### src/rtl/hsync_source_select.sv
module hsync_source_select #(
  parameter int ACT_WINDOW = 1024
) (
  input  logic clk,
  input  logic rst_n,
  input  logic hsync_i,
  input  logic sog_i,
  input  logic prio_sog_i,
  input  logic force_i,
  output logic hs_active_o,
  output logic sog_active_o,
  output logic use_sog_o,
  output logic hs_pol_high_o,
  output logic sync_o
);

  localparam int CW = $clog2(ACT_WINDOW + 1);
  localparam logic [CW-1:0] LAST = CW'(ACT_WINDOW - 1);

  logic [1:0]    hs_sy, sog_sy;
  logic          hs_d, sog_d;
  logic [CW-1:0] hs_cnt, sog_cnt, hi_len;

  wire hs_s     = hs_sy[1];
  wire sog_s    = sog_sy[1];
  wire hs_edge  = hs_s ^ hs_d;
  wire sog_edge = sog_s ^ sog_d;

  always_ff @(posedge clk or negedge rst_n)
    if (!rst_n) begin
      hs_sy  <= '0;
      sog_sy <= '0;
      hs_d   <= 1'b0;
      sog_d  <= 1'b0;
    end else begin
      hs_sy  <= {hs_sy[0], hsync_i};
      sog_sy <= {sog_sy[0], sog_i};
      hs_d   <= hs_s;
      sog_d  <= sog_s;
    end

  always_ff @(posedge clk or negedge rst_n)
    if (!rst_n) begin
      hs_cnt      <= '0;
      hs_active_o <= 1'b0;
    end else if (hs_edge) begin
      hs_cnt      <= '0;
      hs_active_o <= 1'b1;
    end else if (hs_cnt == LAST) begin
      hs_active_o <= 1'b0;
    end else begin
      hs_cnt <= hs_cnt + 1'b1;
    end

  always_ff @(posedge clk or negedge rst_n)
    if (!rst_n) begin
      sog_cnt      <= '0;
      sog_active_o <= 1'b0;
    end else if (sog_edge) begin
      sog_cnt      <= '0;
      sog_active_o <= 1'b1;
    end else if (sog_cnt == LAST) begin
      sog_active_o <= 1'b0;
    end else begin
      sog_cnt <= sog_cnt + 1'b1;
    end

  always_ff @(posedge clk or negedge rst_n)
    if (!rst_n) begin
      hi_len        <= '0;
      hs_pol_high_o <= 1'b1;
    end else if (hs_edge && !hs_s) begin
      hi_len <= hs_cnt;
    end else if (hs_edge && hs_s) begin
      if (hi_len < hs_cnt)      hs_pol_high_o <= 1'b1;
      else if (hi_len > hs_cnt) hs_pol_high_o <= 1'b0;
    end

  assign use_sog_o = (!force_i && (hs_active_o ^ sog_active_o)) ? sog_active_o : prio_sog_i;
  assign sync_o    = use_sog_o ? sog_s : (hs_s ~^ hs_pol_high_o);

  AST_HS_EDGE_ACTIVE: assert property (@(posedge clk) disable iff (!rst_n)
    hs_edge |=> hs_active_o);
  AST_HS_TIMEOUT: assert property (@(posedge clk) disable iff (!rst_n)
    (!hs_edge && $past(!hs_edge) && !hs_active_o) |=> !hs_active_o || hs_edge || $past(hs_edge));
  AST_SOG_EDGE_ACTIVE: assert property (@(posedge clk) disable iff (!rst_n)
    sog_edge |=> sog_active_o);
  AST_ONLY_HS: assert property (@(posedge clk) disable iff (!rst_n)
    (!force_i && hs_active_o && !sog_active_o) |-> !use_sog_o);
  AST_ONLY_SOG: assert property (@(posedge clk) disable iff (!rst_n)
    (!force_i && !hs_active_o && sog_active_o) |-> use_sog_o);
  AST_TIE_PRIO: assert property (@(posedge clk) disable iff (!rst_n)
    (hs_active_o == sog_active_o) |-> (use_sog_o == prio_sog_i));
  AST_FORCE_PRIO: assert property (@(posedge clk) disable iff (!rst_n)
    force_i |-> (use_sog_o == prio_sog_i));
  AST_POL_STATIC: assert property (@(posedge clk) disable iff (!rst_n)
    !hs_edge |=> $stable(hs_pol_high_o));
  AST_SOG_PASS: assert property (@(posedge clk) disable iff (!rst_n)
    use_sog_o |-> (sync_o == sog_sy[1]));

endmodule

### config.mk
export PLATFORM = sky130hd
export DESIGN_NAME = hsync_source_select
export DESIGN_NICKNAME = d
export VERILOG_FILES = /design/src/rtl/hsync_source_select.sv
export SDC_FILE = /design/constraint.sdc
export NUM_CORES = 1
export LEC_CHECK = 0
export BUFFER_PORTS_ARGS = -buffer_cell sky130_fd_sc_hd__buf_2
export CORE_MARGIN = 2
export CORE_UTILIZATION = 40
export DETAILED_ROUTE_END_ITERATION = 12
export GPL_ROUTABILITY_DRIVEN = 0
export PLACE_DENSITY = 0.55
export SYNTH_ARGS = -nofsm -noshare
export SYNTH_HDL_FRONTEND = slang
export SYNTH_SLANG_ARGS = --single-unit
### constraint.sdc
create_clock -name clk -period 3.6 [get_ports clk]
set_input_delay 0.36 -clock clk [delete_from_list [all_inputs] [get_ports clk]]
set_output_delay 0.36 -clock clk [all_outputs]
set_load 0.01 [all_outputs]
==> flow_summary.toml, run 1 <==
[timing]
worst_pin_slew_ns = 0.9392
final_hold_viol_count = 0
report.final.slew_viol_count = 0
totalNegativeSetupSlack_ns = 0
finalClockSkew_ns = 0.002116
report.final.setup_viol = 0
rsz0062_at_grt = "no"
timing.fmax_ghz = 0.5380
min_period_over_period_pct = 51.63
slew-limit-headroom_pct = 37.39
timing.final.crit_period_ns = 1.859

[global_routing]
groute.layer.met2.usage_pct = 26.26
number_of_antenna_violations_at_the_first_check_in_global_routing = 0
top_usage_layer = "met2"
globalRouteOverflowTotal = 0
gr-usage-all-layers_pct = 15.46
grt_first_pass_wirelength_mm = 7.327
grt_max_degree = 43
global_route_met1_usage_pct = 19.18
met3_use_gr_pct = 3.488
vias_in_the_first_global_route = 1569

[pwr]
total_leakage_power_nw = 1.106
total_power_w = 0.001033
power_per_cell_area_mw_per_mm2 = 430.6
ir_drop_mv = 0.2193

[worst_setup_path]
timing.critical_path.slowest_cell_delay_ns = 0.40
end_kind = "output pin"
number_of_buffers_and_inverters_on_the_critical_path = 1
path_delay_family = "flip-flops"
worst_ep_arrival_time_ns = 1.50
rr_startpoint = "sog_cnt[0]$_DFFE_PN0P_"
endpoint_required_time_on_the_critical_path_ns = 3.24
worstPathMaxFanout = 4
cp_cell_sequence = "a21oi_1, o21ai_0, mux2_2, buf_2"
critical_path.startpoint_type = "register"
rrSetupSlack_ns = 1.79
crit_slowest_cell = "sky130_fd_sc_hd__dfrtp_1"
reg2regPathDepth = 5
worstSetupPathType = "register to output pin"
regToRegEndpoint = "sog_cnt[0]$_DFFE_PN0P_"

[floorplanning]
fp_rows = 26
fp.dieArea_mm2 = 0.005999
core_mm2 = 0.005172
start_util_pct = 41.73
io_pins = 11
chipWidth_um = 77.46
die_y_um = 77.46

[clock_network]
postCtsHoldBufs = 0
cts_tree = "done"
cts.reportedPaths.clkPinSlew_ns = 0.08
clockBufferDepth = 2
clock_buffer_count_from_cts = 5
clk-insertion-delay-late_ns = 0.29
count_of_cells_resized_by_post_cts_repair = 0
cts_root_buffer_type = "sky130_fd_sc_hd__clkbuf_8"
cts_max_level = 2
cts.sinks = 42
cts.repair_timing.setup_buffer_count = 0

[yosys]
ys_warn_count = 0
gate_count_after_technology_mapping = 196
synth_sequential_area_ratio_pct = 48.75
synth_seq_cells = 42
netlist-cell-type-count = 47
synthArstFlopShare_pct = 100.0
synth_flop_cell = "sky130_fd_sc_hd__dfrtp_1"
syn_area_mm2 = 0.002158
syn-num-nets = 217
count_of_flip_flops_with_a_built_in_enable_after_synthesis = 0
post_synth.cell_area_avg_um2 = 11.01

[final_layout]
post-route-util_pct = 46.37
design_area_mm2 = 0.002399
num-nets-final = 233
flow.area_growth_from_synthesis_pct = 11.13
layout-drive-gt1-share_pct = 18.31
num_antenna_cells = 0

[flow_run]
maxCapViolCount = 0

[routing]
post-route-drc-count = 0
dr.pass1.iters = 4
overall_via_count_from_detail_route = 1548
post_drt_wl_per_cell_um = 14.56
postRouteAntennaNets = 0
route.detailed.vias_per_inst = 5.470
drt-total-wl_mm = 4.121
initialDrtViolationCount = 50

[placement]
postPlaceCellArea_mm2 = 0.002292
port-buffer-count = 10
place_hpwl_mm = 3.011

[worst_hold_path]
min_delay_worst_endpoint = "hs_sy[0]$_DFF_PN0_"
worstHoldStart = "hsync_i"
worstHoldPathType = "primary input to register"
min_path_cells = 1

[status]
status = "finished, final reports clean"
==> worst max path at each step <==
stage | start | endpoint | slack [ns] | depth (start not counted)
final | sog_active_o$_DFFE_PN0P_ | sync_o | 1.74 | 4
after global placement | hs_sy[1]$_DFF_PN0_ | hs_pol_high_o$_DFFE_PN1P_ | 1.82 | 5
after CTS | sog_active_o$_DFFE_PN0P_ | sync_o | 1.72 | 4
after global routing | sog_cnt[0]$_DFFE_PN0P_ | sog_cnt[0]$_DFFE_PN0P_ | 1.62 | 5
after floorplan | sog_cnt[0]$_DFFE_PN0P_ | sog_cnt[0]$_DFFE_PN0P_ | 1.97 | 5
after detailed placement | sog_cnt[0]$_DFFE_PN0P_ | sog_cnt[0]$_DFFE_PN0P_ | 1.79 | 5
==> placed cells by master (no fill, tap or decap), drive strengths merged, types with 2 or more instances in the layout <==
master,n
a21oi,9
a31oi,5
and3,2
and4,3
buf,10
clkbuf,7
dfrtp,41
ha,15
inv,17
mux2,11
mux2i,2
nand2,8
nand3,8
nand3b,2
nand4,6
nor2,14
nor3,3
nor4,3
o211a,2
o211ai,2
o21ai,15
o311ai,2
or3,2
or4,2
xnor2,5
xor2,3
==> metrics by stage <==
stage          instances  setup slack, ns  hold WS, ns
5_1_grt              283            1.622       0.1574
6_report             283            1.741       0.1698
2_1_floorplan        196            1.967      0.06441
3_5_place_dp         275            1.790       0.3373
4_1_cts              283            1.722       0.1615
3_3_place_gp         275            1.823       0.3332
==> cell type report <==
class	instances	area (um^2)
clock buffer	7	76.32
clock inverter	1	30.03
fill	478	2774
inverter	17	63.81
multi-input combinational	136	1039
sequential	42	1052
tap	70	87.58
timing repair buffer	10	50.05
==> layer usage <==
layer / share of wire (%) / wire length (um)
met1: 46 / 1899
met2: 50 / 2069
met3: 2.1 / 86
met4: 1.6 / 66
met5: 0 / 0
==> state kept, by name, indices dropped and copies added (netlist names) <==
signal / flops
hi_len: 11
sog_sy: 2
hs_cnt: 11
hs_d: 1
sog_d: 1
sog_cnt: 11
hs_active_o: 1
hs_sy: 2
hs_pol_high_o: 1
sog_active_o: 1
==> power breakdown <==
group	leakage, nW	internal, W	total [W]	switching (W)
Combinational	0.502	0.0000640	0.000141	0.0000768
Clock	0.0524	0.000208	0.000363	0.000155
Sequential	0.552	0.000502	0.000529	0.0000270
==> cell usage after synthesis, types with 2 or more instances <==
library cell                n  area (um^2)
sky130_fd_sc_hd__a21oi_1    9        45.04
sky130_fd_sc_hd__a31oi_1    5        31.28
sky130_fd_sc_hd__and4_1     2        17.52
sky130_fd_sc_hd__dfrtp_1   41         1026
sky130_fd_sc_hd__ha_1      15        187.7
sky130_fd_sc_hd__inv_1     17        63.81
sky130_fd_sc_hd__mux2_2    11        123.9
sky130_fd_sc_hd__mux2i_1    2        20.02
sky130_fd_sc_hd__nand2_1    8        30.03
sky130_fd_sc_hd__nand3_1    7        35.03
sky130_fd_sc_hd__nand3b_1   2        15.01
sky130_fd_sc_hd__nand4_1    4        25.02
sky130_fd_sc_hd__nand4_2    2        25.02
sky130_fd_sc_hd__nor2_1    14        52.55
sky130_fd_sc_hd__nor3_1     2        10.01
sky130_fd_sc_hd__nor4_1     2        12.51
sky130_fd_sc_hd__o211a_1    2        20.02
sky130_fd_sc_hd__o211ai_1   2        15.01
sky130_fd_sc_hd__o21ai_0   13        65.06
sky130_fd_sc_hd__o21ai_1    2        10.01
sky130_fd_sc_hd__or3_1      2        12.51
sky130_fd_sc_hd__xnor2_1    5        43.79
sky130_fd_sc_hd__xor2_1     3        26.28
==> logic make-up (layout without fill, tap and decap cells) <==
kind of cell,count (synthesis),after routing,share of synthesized area (%)
DFF,42,42,48.75
xor gates and xnor gates,8,8,3.247
adders and majority gates,15,15,8.696
muxes,13,13,6.667
AOI/OAI and AO/OA,44,44,13.80
buffers and inverters,18,35,3.130
and+or+nand+nor,56,56,15.71
(Power assumes the default switching activity.)
==> run 2: changes to the inputs <==
Clock period 3.6 ns to 1.8 ns, I/O delays scaled along.
==> run 2 against run 1 <==
  * Hold slack improved by 0.18 ns
  * Clock skew up 0.0046 ns
  * Sequential share of layout area fell by 2.0 points
  * Highest routed layer unchanged
  * Critical path type is now register to register
==> flow_summary.toml, run 2 (synthesized netlist as in run 1, its figures left out) <==
[status]
status = "finished, final reports clean"

[timing]
final_hold_viol_count = 0
timing.fmax_ghz = 0.5873
min_period_over_period_pct = 94.60
slew-limit-headroom_pct = 64.43
worst_pin_slew_ns = 0.5335
totalNegativeSetupSlack_ns = 0
finalClockSkew_ns = 0.006690
rsz0062_at_grt = "no"
report.final.setup_viol = 0
timing.final.crit_period_ns = 1.703
report.final.slew_viol_count = 0

[pwr]
ir_drop_mv = 0.5379
power.share.switching_pct = 25.45
power.internal_w = 0.001577
total_leakage_power_nw = 1.161
combPwrFrac_pct = 15.5
power_per_cell_area_mw_per_mm2 = 841.9
p_clk_share_pct = 34.7
switching_power_w = 0.0005383
sequential_cell_fraction_of_total_power_pct = 49.8

[routing]
post_drt_wl_per_cell_um = 14.06
initialDrtViolationCount = 63
postRouteAntennaNets = 0
drt-total-wl_mm = 4.149
route.detailed.vias_per_inst = 5.356
dr.pass1.iters = 4
post-route-drc-count = 0
overall_via_count_from_detail_route = 1580

[global_routing]
gr-usage-all-layers_pct = 15.16
groute.layer.met2.usage_pct = 26.61
grt_max_degree = 43
met3_use_gr_pct = 3.140
top_usage_layer = "met2"
number_of_antenna_violations_at_the_first_check_in_global_routing = 0
grt_first_pass_wirelength_mm = 7.231
globalRouteOverflowTotal = 0
vias_in_the_first_global_route = 1548
global_route_met1_usage_pct = 18.64

[clock_network]
clock_buffer_count_from_cts = 5
cts_max_level = 2
clk-insertion-delay-late_ns = 0.30
cts.reportedPaths.clkPinSlew_ns = 0.08
clockBufferDepth = 2
cts_tree = "done"
cts.sinks = 42
cts_root_buffer_type = "sky130_fd_sc_hd__clkbuf_8"

[final_layout]
num_antenna_cells = 0
most_common_cell_after_layout_fill_and_taps_aside = "sky130_fd_sc_hd__dfrtp_1"
layout-drive-gt1-share_pct = 22.22
most_frequent_cells_in_the_layout = "sky130_fd_sc_hd__dfrtp_1 (41), sky130_fd_sc_hd__inv_1 (17), sky130_fd_sc_hd__nor2_1 (14), sky130_fd_sc_hd__ha_1 (14), sky130_fd_sc_hd__o21ai_0 (13)"
reg.largest.list = "hi_len: 11 flops, hs_cnt: 11 flops, sog_cnt: 11 flops"
flow.area_growth_from_synthesis_pct = 16.41
num-nets-final = 245
post-route-util_pct = 48.57
design_area_mm2 = 0.002512

[floorplanning]
core_mm2 = 0.005172
chipWidth_um = 77.46
die_y_um = 77.46
fp.dieArea_mm2 = 0.005999
io_pins = 11
start_util_pct = 41.73
fp_rows = 26

[worst_setup_path]
end_kind = "register"
worstSetupPathType = "register to register"
endpoint_required_time_on_the_critical_path_ns = 1.99
worst_ep_arrival_time_ns = 1.89
worstPathMaxFanout = 6
critical_path.startpoint_type = "register"

[placement]
place_hpwl_mm = 3.026
port-buffer-count = 10
postPlaceCellArea_mm2 = 0.002345

[flow_run]
maxCapViolCount = 0

[worst_hold_path]
worstHoldPathType = "register to register"
## run 2: cell types whose count changed in the layout (fill, tap and decap cells not counted), sizes merged
cell / change
dlygate4sd3: +3
buf: +9
clkinvlp: +1
clkbuf: -1
## run 2: cell type report
cell class              instances  area [um^2]
inverters                      17        63.81
well taps                      70        87.58
fillers                       458         2660
multi-input cells             136         1051
clock buffers                   6        72.57
flip-flops and latches         42         1052
clock inverters                 2        37.54
repair buffers                 22        147.6
## run 2: metrics by stage
step | setup slack [ns] | std cells | total power, W | hold slack (ns)
finish | 0.09728 | 295 | 0.002115 | 0.3537
global route | 0.01573 | 295 | 0.002238 | 0.3682
CTS | 0.03717 | 293 | 0.002127 | 0.3580
detailed placement | 0.05688 | 282 | 0.001380 | 0.2889
global placement | 0.1124 | 282 | 0.001370 | 0.2782
floorplan | 0.1668 | 196 | 0.001259 | -0.1156
## run 2: what timing repair did
action,in CTS,in global routing
resized for setup,0,2
hold buffers,3,0
endpoints found under the hold margin,43,0
setup endpoints to repair,0,6
setup buffers,0,2
## run 2: path summary, 6_finish.rpt
| kind | slack, ns | startpoint | endpoint | cells past startpoint |
|---|---|---|---|---|
| max | 0.1 | sog_cnt[0]$_DFFE_PN0P_ | sog_cnt[0]$_DFFE_PN0P_ | 5 |
| min | 0.35 | hs_sy[0]$_DFF_PN0_ | hs_sy[1]$_DFF_PN0_ | 0 |
| max reg2reg | 0.1 | sog_cnt[0]$_DFFE_PN0P_ | sog_cnt[0]$_DFFE_PN0P_ | 5 |
| min reg2reg | 0.35 | hs_sy[0]$_DFF_PN0_ | hs_sy[1]$_DFF_PN0_ | 0 |
| max in group asynchronous | 0.95 | rst_n | hs_pol_high_o$_DFFE_PN1P_ | 3 |
| min in group asynchronous | 0.49 | rst_n | sog_cnt[2]$_DFFE_PN0P_ | 3 |
## run 2: power by group through the flow
stage | Combinational [W] | Clock, W | Sequential, W
final | 0.000328 | 0.000735 | 0.00105
after global placement | 0.000307 | 0 | 0.00106
after CTS | 0.000319 | 0.000759 | 0.00105
after floorplan | 0.000189 | 0 | 0.00107
after global routing | 0.000369 | 0.000806 | 0.00106
after detailed placement | 0.000313 | 0 | 0.00107
## run 2: critical path, stage by stage, from the launching register on
cell	delay, ns
sky130_fd_sc_hd__dfrtp_1	0.44
sky130_fd_sc_hd__ha_4	0.19
sky130_fd_sc_hd__nand4_2	0.16
sky130_fd_sc_hd__or4_4	0.58
sky130_fd_sc_hd__xnor2_1	0.17
sky130_fd_sc_hd__nor2_1	0.06
## run 2: layer usage
layer | wire, um | vias up
li1 | - | 774
met2 | 2138 | 31
met3 | 131 | 5
met4 | 50 | 0
met1 | 1829 | 770
met5 | 0 | -
==> run 3: changes to the inputs <==
Settings changed: CORE_MARGIN 2 to 1.
==> run 3 against run 2 <==
  * Die area shrank 5.1%
  * Largest power group unchanged
  * Highest routed layer unchanged
  * Hold slack is essentially flat
  * Routed wire length grew 0.14%
  * Critical path type unchanged
  * Cell count shrank 0.34%
  * Largest cell class unchanged
  * Sequential cell count is the same
==> flow_summary.toml, run 3 (synthesized netlist as in run 1, its figures left out) <==
[final_layout]
num-nets-final = 244
most_frequent_cells_in_the_layout = "sky130_fd_sc_hd__dfrtp_1 (40), sky130_fd_sc_hd__inv_1 (17), sky130_fd_sc_hd__nor2_1 (14), sky130_fd_sc_hd__ha_1 (14), sky130_fd_sc_hd__o21ai_0 (12)"
layout-drive-gt1-share_pct = 22.77
num_antenna_cells = 0
flow.area_growth_from_synthesis_pct = 15.19
reg.largest.list = "hi_len: 11 flops, hs_cnt: 11 flops, sog_cnt: 11 flops"
design_area_mm2 = 0.002486
fillers = 514
most_common_cell_after_layout_fill_and_taps_aside = "sky130_fd_sc_hd__dfrtp_1"

[clock_network]
clockBufferDepth = 2
clock_buffer_count_from_cts = 5
cts_root_buffer_type = "sky130_fd_sc_hd__clkbuf_8"
clk-insertion-delay-late_ns = 0.29
cts.repair_timing.setup_buffer_count = 0
cts.sinks = 42
cts.reportedPaths.clkPinSlew_ns = 0.09
cts_tree = "done"
cts_max_level = 2

[worst_setup_path]
crit_slowest_cell = "sky130_fd_sc_hd__or4_4"
number_of_buffers_and_inverters_on_the_critical_path = 0
reg2regPathDepth = 5
rrSetupSlack_ns = 0.13
timing.critical_path.slowest_cell_delay_ns = 0.57
path_delay_family = "simple AND/OR/NAND/NOR gates"
end_kind = "register"
rr_startpoint = "sog_cnt[0]$_DFFE_PN0P_"
endpoint_required_time_on_the_critical_path_ns = 1.99
worstPathMaxFanout = 6
critical_path.startpoint_type = "register"
regToRegEndpoint = "sog_cnt[0]$_DFFE_PN0P_"
worstSetupPathType = "register to register"
cp_cell_sequence = "ha_4, nand4_2, or4_4, xnor2_1, nor2_1"
worst_ep_arrival_time_ns = 1.86

[global_routing]
grt_first_pass_wirelength_mm = 6.996
number_of_antenna_violations_at_the_first_check_in_global_routing = 0
globalRouteOverflowTotal = 0
grt_max_degree = 33
groute.layer.met2.usage_pct = 28.67
global_route_met1_usage_pct = 20.28
vias_in_the_first_global_route = 1549
gr-usage-all-layers_pct = 16.47
met3_use_gr_pct = 4.365
top_usage_layer = "met2"

[floorplanning]
start_util_pct = 41.99
chipWidth_um = 75.46
fp.dieArea_mm2 = 0.005693
core_mm2 = 0.005140
die_y_um = 75.46
fp_rows = 26
io_pins = 11

[timing]
report.final.setup_viol = 0
min_period_over_period_pct = 92.91
totalNegativeSetupSlack_ns = 0
finalClockSkew_ns = 0.007190
slew-limit-headroom_pct = 52.51
final_hold_viol_count = 0
timing.fmax_ghz = 0.5980
rsz0062_at_grt = "no"
report.final.slew_viol_count = 0
timing.final.crit_period_ns = 1.672
worst_pin_slew_ns = 0.7124

[routing]
drt-total-wl_mm = 4.155
overall_via_count_from_detail_route = 1599
dr.pass1.iters = 4
initialDrtViolationCount = 51
post_drt_wl_per_cell_um = 14.13
post-route-drc-count = 0
route.detailed.vias_per_inst = 5.439
postRouteAntennaNets = 0

[status]
status = "finished, final reports clean"

[worst_hold_path]
min_delay_worst_endpoint = "sog_sy[1]$_DFF_PN0_"
worstHoldStart = "sog_sy[0]$_DFF_PN0_"
min_path_cells = 0
worstHoldPathType = "register to register"

[placement]
place_hpwl_mm = 3.120
postPlaceCellArea_mm2 = 0.002352
port-buffer-count = 10

[pwr]
total_power_w = 0.001973
ir_drop_mv = 0.4304
power_per_cell_area_mw_per_mm2 = 793.5
total_leakage_power_nw = 1.147

[flow_run]
maxCapViolCount = 0
-- run 3: worst reg2reg max path: stages (launching register included) --
cell                      delay (ns)
sky130_fd_sc_hd__dfrtp_1        0.44
sky130_fd_sc_hd__ha_4           0.19
sky130_fd_sc_hd__nand4_2        0.16
sky130_fd_sc_hd__or4_4          0.58
sky130_fd_sc_hd__xnor2_1        0.15
sky130_fd_sc_hd__nor2_1         0.05
-- run 3: repair_timing --
| action | in CTS | in global routing |
|---|---|---|
| hold buffers | 3 | 0 |
| resized for setup | 0 | 4 |
| endpoints found under the hold margin | 31 | 0 |
| setup endpoints to repair | 0 | 5 |
-- run 3: worst max path at each step --
stage / from / endpoint / slack (ns) / depth (start not counted)
finish: sog_cnt[0]$_DFFE_PN0P_ / sog_cnt[0]$_DFFE_PN0P_ / 0.13 / 5
global route: hs_cnt[10]$_DFFE_PN0P_ / hs_pol_high_o$_DFFE_PN1P_ / 0.01 / 5
CTS: sog_cnt[0]$_DFFE_PN0P_ / sog_cnt[0]$_DFFE_PN0P_ / 0.06 / 5
global placement: sog_cnt[0]$_DFFE_PN0P_ / sog_cnt[0]$_DFFE_PN0P_ / 0.11 / 5
floorplan: sog_cnt[0]$_DFFE_PN0P_ / sog_cnt[0]$_DFFE_PN0P_ / 0.17 / 5
detailed placement: sog_cnt[0]$_DFFE_PN0P_ / sog_cnt[0]$_DFFE_PN0P_ / 0.07 / 5
-- run 3: per-stage QoR --
| stage | hold slack [ns] | instances | util [%] | setup WS (ns) |
|---|---|---|---|---|
| final | 0.3540 | 294 | 48.37 | 0.1277 |
| after global routing | 0.3662 | 294 | 48.37 | 0.01423 |
| after CTS | 0.3575 | 294 | 48.10 | 0.06094 |
| after detailed placement | 0.2879 | 283 | 45.76 | 0.07236 |
| after global placement | 0.2735 | 283 | 45.76 | 0.1127 |
| after floorplan | -0.1156 | 196 | - | 0.1668 |
-- run 3: power breakdown --
group          internal (W)  total, W  switching [W]
registers           0.00100   0.00105      0.0000491
clock network      0.000272  0.000601       0.000329
logic              0.000153  0.000318       0.000165
-- run 3: per-layer routing --
metal  up-vias  wire, um  share of wire, %
met2        35      2087                50
met3         4       147               3.5
li1        776         -                 -
met4         0        26              0.63
met5         -         0                 0
met1       784      1894                46
-- run 3: layout make-up --
class | count | area (um^2) | area share, %
Clock buffer | 5 | 68.82 | 2.768
Clock inverter | 3 | 21.27 | 0.8556
Inverter | 17 | 63.81 | 2.567
Multi-Input combinational cell | 136 | 1051 | 42.27
Sequential cell | 42 | 1054 | 42.38
Tap cell | 70 | 87.58 | 3.523
Timing Repair Buffer | 21 | 140.1 | 5.637
